File: src/rtl/dseg_pkg.sv
package dseg_pkg;
    localparam int VA_W_DEF = 48;
    localparam int PA_W_DEF = 41;
    localparam int PG_W_DEF = 12;
    localparam int NUM_REGS = 3;

    typedef enum logic [1:0] {
        SEL_BASE   = 2'd0,
        SEL_LIMIT  = 2'd1,
        SEL_OFFSET = 2'd2,
        SEL_NONE   = 2'd3
    } cfg_sel_e;

    typedef enum logic [1:0] {
        S_IDLE  = 2'd0,
        S_PROBE = 2'd1,
        S_WALK  = 2'd2,
        S_REPLY = 2'd3
    } xl_state_e;

    typedef enum logic [1:0] {
        SRC_SEG  = 2'd0,
        SRC_TLB  = 2'd1,
        SRC_WALK = 2'd2
    } src_e;
endpackage

File: src/rtl/dseg_regs.sv
module dseg_regs
    import dseg_pkg::*;
#(
    parameter int VA_W = VA_W_DEF,
    parameter int PA_W = PA_W_DEF
) (
    input  logic            clk,
    input  logic            rst_n,
    input  logic            cfg_we,
    input  logic [1:0]      cfg_sel,
    input  logic [VA_W-1:0] cfg_wdata,
    input  logic [1:0]      cfg_rsel,
    output logic [VA_W-1:0] cfg_rdata,
    output logic [VA_W-1:0] base,
    output logic [VA_W-1:0] limit,
    output logic [PA_W-1:0] offset_lo
);
    logic [VA_W-1:0] bank [NUM_REGS];

    for (genvar i = 0; i < NUM_REGS; i++) begin : g_reg
        always_ff @(posedge clk) begin
            if (!rst_n) begin
                bank[i] <= '0;
            end else if (cfg_we && (cfg_sel == 2'(i))) begin
                bank[i] <= cfg_wdata;
            end
        end

        // a write lands in the selected register on the next cycle
        a_r8_write_lands: assert property (@(posedge clk) disable iff (!rst_n)
            (cfg_we && (cfg_sel == 2'(i))) |=> (bank[i] == $past(cfg_wdata)));
    end

    always_comb begin
        unique case (cfg_sel_e'(cfg_rsel))
            SEL_BASE:   cfg_rdata = bank[0];
            SEL_LIMIT:  cfg_rdata = bank[1];
            SEL_OFFSET: cfg_rdata = bank[2];
            SEL_NONE:   cfg_rdata = '0;
        endcase
    end

    assign base      = bank[0];
    assign limit     = bank[1];
    assign offset_lo = bank[2][PA_W-1:0];
endmodule

File: src/rtl/dseg_range.sv
module dseg_range
    import dseg_pkg::*;
#(
    parameter int VA_W = VA_W_DEF,
    parameter int PA_W = PA_W_DEF
) (
    input  logic [VA_W-1:0] va,
    input  logic [VA_W-1:0] base,
    input  logic [VA_W-1:0] limit,
    input  logic [PA_W-1:0] offset_lo,
    output logic            in_seg,
    output logic [PA_W-1:0] seg_pa
);
    logic above_base;
    logic below_limit;

    always_comb begin
        above_base  = (va >= base);
        below_limit = (va < limit);
        in_seg      = above_base && below_limit;
        // modulo 2^PA_W difference only needs the low PA_W bits
        seg_pa      = va[PA_W-1:0] - offset_lo;
    end
endmodule

File: src/rtl/dseg_fsm.sv
module dseg_fsm
    import dseg_pkg::*;
#(
    parameter int VA_W = VA_W_DEF,
    parameter int PA_W = PA_W_DEF,
    parameter int PG_W = PG_W_DEF,
    localparam int VPN_W = VA_W - PG_W,
    localparam int PFN_W = PA_W - PG_W
) (
    input  logic             clk,
    input  logic             rst_n,
    input  logic             req_valid,
    input  logic [VA_W-1:0]  req_va,
    output logic             req_ready,
    input  logic             in_seg,
    input  logic [PA_W-1:0]  seg_pa,
    output logic             tlb_lookup,
    output logic [VPN_W-1:0] tlb_vpn,
    input  logic             tlb_hit,
    input  logic [PFN_W-1:0] tlb_pfn,
    output logic             walk_req,
    output logic [VPN_W-1:0] walk_vpn,
    input  logic             walk_ack,
    input  logic [PFN_W-1:0] walk_pfn,
    output logic             rsp_valid,
    output logic [PA_W-1:0]  rsp_pa,
    output logic             rsp_seg,
    output logic             rsp_tlb,
    output logic             rsp_walk
);
    xl_state_e       state, state_nx;
    logic [VA_W-1:0] va_q;
    logic            seg_q;
    logic [PA_W-1:0] seg_pa_q;
    logic [PA_W-1:0] pa_q;
    src_e            src_q;
    logic            accept;

    assign accept = (state == S_IDLE) && req_valid;

    // next-state logic
    always_comb begin
        state_nx = state;
        unique case (state)
            S_IDLE:  if (req_valid) state_nx = S_PROBE;
            S_PROBE: state_nx = (seg_q || tlb_hit) ? S_REPLY : S_WALK;
            S_WALK:  if (walk_ack) state_nx = S_REPLY;
            S_REPLY: state_nx = S_IDLE;
        endcase
    end

    // state register
    always_ff @(posedge clk) begin
        if (!rst_n) state <= S_IDLE;
        else        state <= state_nx;
    end

    // datapath registers: range decision frozen at accept
    always_ff @(posedge clk) begin
        if (!rst_n) begin
            va_q     <= '0;
            seg_q    <= 1'b0;
            seg_pa_q <= '0;
            pa_q     <= '0;
            src_q    <= SRC_SEG;
        end else begin
            if (accept) begin
                va_q     <= req_va;
                seg_q    <= in_seg;
                seg_pa_q <= seg_pa;
            end
            if (state == S_PROBE) begin
                if (seg_q) begin
                    pa_q  <= seg_pa_q;
                    src_q <= SRC_SEG;
                end else if (tlb_hit) begin
                    pa_q  <= {tlb_pfn, va_q[PG_W-1:0]};
                    src_q <= SRC_TLB;
                end
            end
            if ((state == S_WALK) && walk_ack) begin
                pa_q  <= {walk_pfn, va_q[PG_W-1:0]};
                src_q <= SRC_WALK;
            end
        end
    end

    // state-decoded outputs
    always_comb begin
        req_ready  = 1'b0;
        tlb_lookup = 1'b0;
        walk_req   = 1'b0;
        rsp_valid  = 1'b0;
        unique case (state)
            S_IDLE: begin
                req_ready  = 1'b1;
                tlb_lookup = req_valid;
            end
            S_PROBE: ;
            S_WALK:  walk_req  = 1'b1;
            S_REPLY: rsp_valid = 1'b1;
        endcase
    end

    assign tlb_vpn  = req_va[VA_W-1:PG_W];
    assign walk_vpn = va_q[VA_W-1:PG_W];
    assign rsp_pa   = pa_q;
    assign rsp_seg  = rsp_valid && (src_q == SRC_SEG);
    assign rsp_tlb  = rsp_valid && (src_q == SRC_TLB);
    assign rsp_walk = rsp_valid && (src_q == SRC_WALK);

    // a window decision never leads to a walk
    a_r3_no_walk_in_seg: assert property (@(posedge clk) disable iff (!rst_n)
        ((state == S_PROBE) && seg_q) |=> (!walk_req && rsp_seg));

    // walk request and page number held until acknowledged
    a_r5_walk_held: assert property (@(posedge clk) disable iff (!rst_n)
        (walk_req && !walk_ack) |=> (walk_req && $stable(walk_vpn)));

    // a walk-sourced result follows an acknowledge
    a_r5_walk_after_ack: assert property (@(posedge clk) disable iff (!rst_n)
        rsp_walk |-> $past(walk_ack));

    // result is a single-cycle pulse followed by readiness
    a_r10_pulse: assert property (@(posedge clk) disable iff (!rst_n)
        rsp_valid |=> (!rsp_valid && req_ready));
endmodule

File: src/rtl/dseg_xlate.sv
module dseg_xlate
    import dseg_pkg::*;
#(
    parameter int VA_W = VA_W_DEF,
    parameter int PA_W = PA_W_DEF,
    parameter int PG_W = PG_W_DEF,
    localparam int VPN_W = VA_W - PG_W,
    localparam int PFN_W = PA_W - PG_W
) (
    input  logic             clk,
    input  logic             rst_n,
    input  logic             cfg_we,
    input  logic [1:0]       cfg_sel,
    input  logic [VA_W-1:0]  cfg_wdata,
    input  logic [1:0]       cfg_rsel,
    output logic [VA_W-1:0]  cfg_rdata,
    input  logic             req_valid,
    input  logic [VA_W-1:0]  req_va,
    output logic             req_ready,
    output logic             tlb_lookup,
    output logic [VPN_W-1:0] tlb_vpn,
    input  logic             tlb_hit,
    input  logic [PFN_W-1:0] tlb_pfn,
    output logic             walk_req,
    output logic [VPN_W-1:0] walk_vpn,
    input  logic             walk_ack,
    input  logic [PFN_W-1:0] walk_pfn,
    output logic             rsp_valid,
    output logic [PA_W-1:0]  rsp_pa,
    output logic             rsp_seg,
    output logic             rsp_tlb,
    output logic             rsp_walk
);
    logic [VA_W-1:0] base, limit;
    logic [PA_W-1:0] offset_lo;
    logic            in_seg;
    logic [PA_W-1:0] seg_pa;

    dseg_regs #(.VA_W(VA_W), .PA_W(PA_W)) u_regs (
        .clk(clk), .rst_n(rst_n),
        .cfg_we(cfg_we), .cfg_sel(cfg_sel), .cfg_wdata(cfg_wdata),
        .cfg_rsel(cfg_rsel), .cfg_rdata(cfg_rdata),
        .base(base), .limit(limit), .offset_lo(offset_lo)
    );

    dseg_range #(.VA_W(VA_W), .PA_W(PA_W)) u_range (
        .va(req_va), .base(base), .limit(limit), .offset_lo(offset_lo),
        .in_seg(in_seg), .seg_pa(seg_pa)
    );

    dseg_fsm #(.VA_W(VA_W), .PA_W(PA_W), .PG_W(PG_W)) u_fsm (
        .clk(clk), .rst_n(rst_n),
        .req_valid(req_valid), .req_va(req_va), .req_ready(req_ready),
        .in_seg(in_seg), .seg_pa(seg_pa),
        .tlb_lookup(tlb_lookup), .tlb_vpn(tlb_vpn),
        .tlb_hit(tlb_hit), .tlb_pfn(tlb_pfn),
        .walk_req(walk_req), .walk_vpn(walk_vpn),
        .walk_ack(walk_ack), .walk_pfn(walk_pfn),
        .rsp_valid(rsp_valid), .rsp_pa(rsp_pa),
        .rsp_seg(rsp_seg), .rsp_tlb(rsp_tlb), .rsp_walk(rsp_walk)
    );

    // an empty window at accept never yields a window result
    a_r7_empty_window: assert property (@(posedge clk) disable iff (!rst_n)
        (req_valid && req_ready && (limit <= base)) |-> ##2 !rsp_seg);
endmodule

File: config.mk
export PLATFORM = sky130hd
export DESIGN_NAME = dseg_xlate
export DESIGN_NICKNAME = d
export VERILOG_FILES = /design/src/rtl/dseg_pkg.sv /design/src/rtl/dseg_regs.sv /design/src/rtl/dseg_range.sv /design/src/rtl/dseg_fsm.sv /design/src/rtl/dseg_xlate.sv
export SDC_FILE = /design/constraint.sdc
export NUM_CORES = 1
export LEC_CHECK = 0
export ABC_CLOCK_PERIOD_IN_PS = 4400
export BUFFER_PORTS_ARGS = -buffer_cell sky130_fd_sc_hd__buf_2
export CELL_PAD_IN_SITES_DETAIL_PLACEMENT = 1
export CELL_PAD_IN_SITES_GLOBAL_PLACEMENT = 1
export CORE_MARGIN = 2
export CORE_UTILIZATION = 38
export DETAILED_ROUTE_END_ITERATION = 8
export GPL_ROUTABILITY_DRIVEN = 0
export PLACE_DENSITY = 0.79
export SETUP_SLACK_MARGIN = 0.05
export SYNTH_ARGS = -nofsm -noshare
export SYNTH_HDL_FRONTEND = slang
export SYNTH_SLANG_ARGS = --single-unit
File: constraint.sdc
create_clock -name clk -period 4.4 [get_ports clk]
set_input_delay 0.22 -clock clk [delete_from_list [all_inputs] [get_ports clk]]
set_output_delay 0.22 -clock clk [all_outputs]
set_load 0.01 [all_outputs]
# After elaboration in Yosys (flattened, before gate mapping)
# Memory sizes are Yosys's and may differ from the RTL's.
# Cells that the tools add are included.
# classes
eq_ne,12
n_reduce_logical,21
order_cmp,2
addsub,1
bitwise,4
muxes,30
# ops
operator,n
$pmux 48 s4,1
$mux 41,4
$mux 48,3
$ge 48x48->1,1
$lt 48x48->1,1
$sub 41x41->41,1
$mux 1,15
$eq 2x2->1 const B,6
$mux 2,6
$logic_and 1x1->1,9
$eq 2x1->1 const B,4
$logic_not 2->1,4
$pmux 2 s4,1
$reduce_and 2->1,3
$ne 2x2->1 const B,2
$reduce_bool 2->1,2
$or 1x1->1,3
$reduce_bool 3->1,1
$reduce_or 2->1,1
$logic_or 1x1->1,1
$not 1->1,1
# word_totals
ff_bits,135
mem_bits_rw,144
output_inout_bits,168
mem_count,1
elab_cells,78
# mem_list
name,depth,word_bits,rd,rd_ports_with_merged_regs,write_ports,line_no,rtl
u_regs.bank,3,48,3,0,3,dseg_regs.sv:18,logic [VA_W-1:0] bank [NUM_REGS];

# Longest topological paths before layout
# depth
depth_word,6
ltp_mapped,12
ltp_nobuf,12

# By module
# A second synthesis with hierarchy kept.
# unflattened
hier_cells,1805
hier_area_um2,17356.6
# modules_own_cells
mod,cells_each,instances,area_each_um2,seq_area_each_um2
dseg_regs,466,1,6872.8,4324.1
dseg_fsm,673,1,5796.8,2702.6
dseg_range,666,1,4687.0,0.0

# Worst setup path after synthesis
# Ideal clock, no wire load.
# synth_timing
kind,input port to flip-flop
start,input port cfg_sel[0]
end,"memory u_regs.bank[0][0] in the netlist's numbering, enable pin"
required_ps,3880
stages,2
t_arrival_ps,3761
setup_ps,520
setup_slack_ps,119
path_cell_list,nand2b_1 o21ai_0
# synth_rtl
element,line_no,rtl
start: declaration,dseg_xlate.sv:13,"input logic [1:0] cfg_sel,"
end: declaration,dseg_regs.sv:18,

# Worst setup path after layout
# layout_timing
start,register u_fsm.state[1]
end,output port tlb_lookup
# layout_between
elab_chain_len,2
# layout_rtl
element,line_no,rtl
start: declaration,dseg_fsm.sv:31,"xl_state_e state, state_nx;"
start signal: assignment,dseg_fsm.sv:55,else state <= state_nx;
$logic_not 2->1,dseg_fsm.sv:94,unique case (state)
$mux 1,dseg_fsm.sv:94,
end: declaration,dseg_xlate.sv:20,"output logic tlb_lookup,"
# Every way passes these cells.

==> flow_summary.toml <==
[status]
status = "finished clean"

[worst_setup_path]
cp-end-kind = "output pin"
critPathKind = "reg2out"
cp_data_required_time_ns = 4.18
rr_endpoint = "u_fsm.seg_pa_q[40]"
reg2reg_from = "u_regs.bank[2][0]"
r2r_slack_ns = 1.30
crit_path_start_kind = "flop"
crit_fanout = 59
ff2ff_path_depth = 11
cp_data_arrival_time_ns = 2.92

[power]
ir_drop_mv = 0.248
leakage_uw = 0.00930
p_per_area_mw_per_mm2 = 431

[timing]
rsz0062_at_grt = "no"
clock.fmax_ghz = 0.319
hold_viol_final = 0
setup_slack_ns = 1.26
post-route-period-util = 0.713
setup_viol = 0
period_needed_ns = 3.14
slew_violations = 0
hold_ws_ns = 0.0348
tns_ns = 0
clock_skew_ns = 0.0256
max_slew_margin = 0.160
tightest_slew_ns = 1.26

[routing]
wl_per_cell_um = 21.4
drtAntennaViolNets = 0
first_pass_iters = 5
routed_wl_mm = 60.8
routed_via_density = 5.36
drcViolationCount = 0
route.vias.total = 15250
drt-initial-drc-count = 949

[clocking]
cts.sinks = 279
cts-root-buf = "clkbuf_16"
clkLatencyLatePin_ns = 0.55
cts-htree-levels = 2
cts-buffers-inserted = 34
cts_tree = "built"
path_clk_slew_ns = 0.06
cts_buffer_depth = 3

[hold_path]
worstHoldPathType = "in2reg"
min_to = "u_fsm.va_q[13]"
min_from = "req_va[13]"
min_delay_path_depth = 3

[yosys]
yosysWarnings = 0
syn_area_per_cell_um2 = 8.97
yosysUniqueCellTypes = 67
seq_area_frac_synth = 0.415
syn_nets = 2193
synth_edf_count = 144
async_flop_share = 0
syn_area_mm2 = 0.0169
synth-seq-cells = 279
synth_ff_type = "edfxtp_1"
synthCells = 1889

[final_layout]
fin_nets = 2524
area_delta_synth_final_pct = 23.4
drive_gt1_frac = 0.187

[placed_design]
io_buffers = 331
pre_cts_ws_ns = 1.32
hpwlAfterDp_mm = 42.0

[floorplan]
die-area_mm2 = 0.0463
die_h_um = 215
placement_rows = 77
core_mm2 = 0.0441
start_util = 0.384
top_level_ports = 332
die_x_um = 215

[global_routing]
grt_pass1_vias = 16255
grt_pass1_wl_mm = 93.1
grt-ovfl-total = 0
grt_max_degree = 89
grt_use_total = 0.258
antenna_found_initial = 8

[run]
drv_cap = 0
-- where the power goes --
group / leakage, uW / switching [uW] / internal [uW]
combinational: 0.00622 / 1670 / 1020
clock: 0.000557 / 1130 / 1730
sequential: 0.00252 / 278 / 3170
-- how the worst max path moves through the flow --
stage	startpoint	end	slack, ns	cells past startpoint
floorplan	cfg_sel[0]	u_regs.bank[0][0]	0.12	2
global route	u_fsm.state[0]	tlb_lookup	1.11	6
finish	u_fsm.state[1]	tlb_lookup	1.26	6
CTS	u_fsm.state[1]	tlb_lookup	1.24	6
global placement	req_va[0]	u_fsm.seg_pa_q[40]	1.47	13
detailed placement	u_regs.bank[2][0]	u_fsm.seg_pa_q[40]	1.32	11
-- Yosys cell counts, types with 25 or more instances --
master,count,share of area
o211ai_1,35,0.016
a21oi_1,162,0.048
a211oi_1,25,0.011
dfxtp_1,135,0.16
nand4_1,28,0.010
a21o_1,53,0.023
clkbuf_1,84,0.019
and2_1,150,0.055
o21ai_0,93,0.027
nand2_1,290,0.064
buf_4,72,0.032
mux2i_1,91,0.054
edfxtp_1,144,0.26
inv_1,150,0.033
ha_1,139,0.10
nor2_1,59,0.013
-- cell families after synthesis --
kind of cell	count (synthesis)	synth area share
buf+inv	315	0.0859
fa+ha+maj	140	0.104
simple gates	601	0.170
compound gates	432	0.156
xor+xnor	30	0.0155
mux	92	0.0544
flops	279	0.415
-- stage by stage --
step | instances | cell area, um2 | total power (uW) | util
2_1_floorplan | 1889 | 16900 | 5150 | -
3_3_place_gp | 2663 | 18600 | 5960 | 0.422
3_5_place_dp | 2663 | 18600 | 6080 | 0.422
4_1_cts | 2838 | 20900 | 9030 | 0.473
5_1_grt | 2845 | 20900 | 9480 | 0.474
6_report | 2845 | 20900 | 9010 | 0.474
-- layout by cell type, fill, tap and decap left out, types with 53 or more instances in the layout --
master,netlist,routed
a21o_1,53,53
a21oi_1,162,162
and2_1,150,150
buf_2,2,331
dfxtp_1,135,134
dlygate4sd3_1,0,113
edfxtp_1,144,144
ha_1,139,139
inv_1,150,148
mux2i_1,91,91
nand2_1,290,287
nor2_1,59,57
o21ai_0,93,92
-- cell type report --
type | count | area (um2)
Antenna cell | 7 | 17.5
Clock buffer | 51 | 1030
Clock inverter | 11 | 100
Fill cell | 5208 | 23200
Inverter | 150 | 566
Multi-Input combinational cell | 1295 | 8520
Sequential cell | 279 | 7030
Tap cell | 592 | 741
Timing Repair Buffer | 460 | 2910
-- per-layer routing --
metal  wire length, um  global-route usage
met5                14                   0
met3              3590              0.0425
met2             28000               0.421
met4              2650               0.126
met1             26600               0.331
-- flip-flops by register name, summed over array words and instances, names as in the netlist --
name and cells:
u_fsm.rsp_pa 41, u_regs.bank 144, u_fsm.state 2, u_fsm.va_q 48
u_fsm.src_q 2, u_fsm.seg_q 1, u_fsm.seg_pa_q 41
-- critical path, cell delays in order, from the launching register on --
cell     delay, ns
dfxtp_1       0.34
inv_1         0.12
ha_1          0.27
nand2_4       0.18
inv_2         0.54
buf_4         0.64
buf_2         0.25
-- repair_timing --
| item | in CTS | in global routing |
|---|---|---|
| gates resized for setup | 0 | 0 |
| buffers inserted | 0 | 0 |
| endpoints found under the hold margin | 194 | 0 |
| hold buffers | 113 | 0 |
Note: power is estimated with default switching activity, not from simulation.
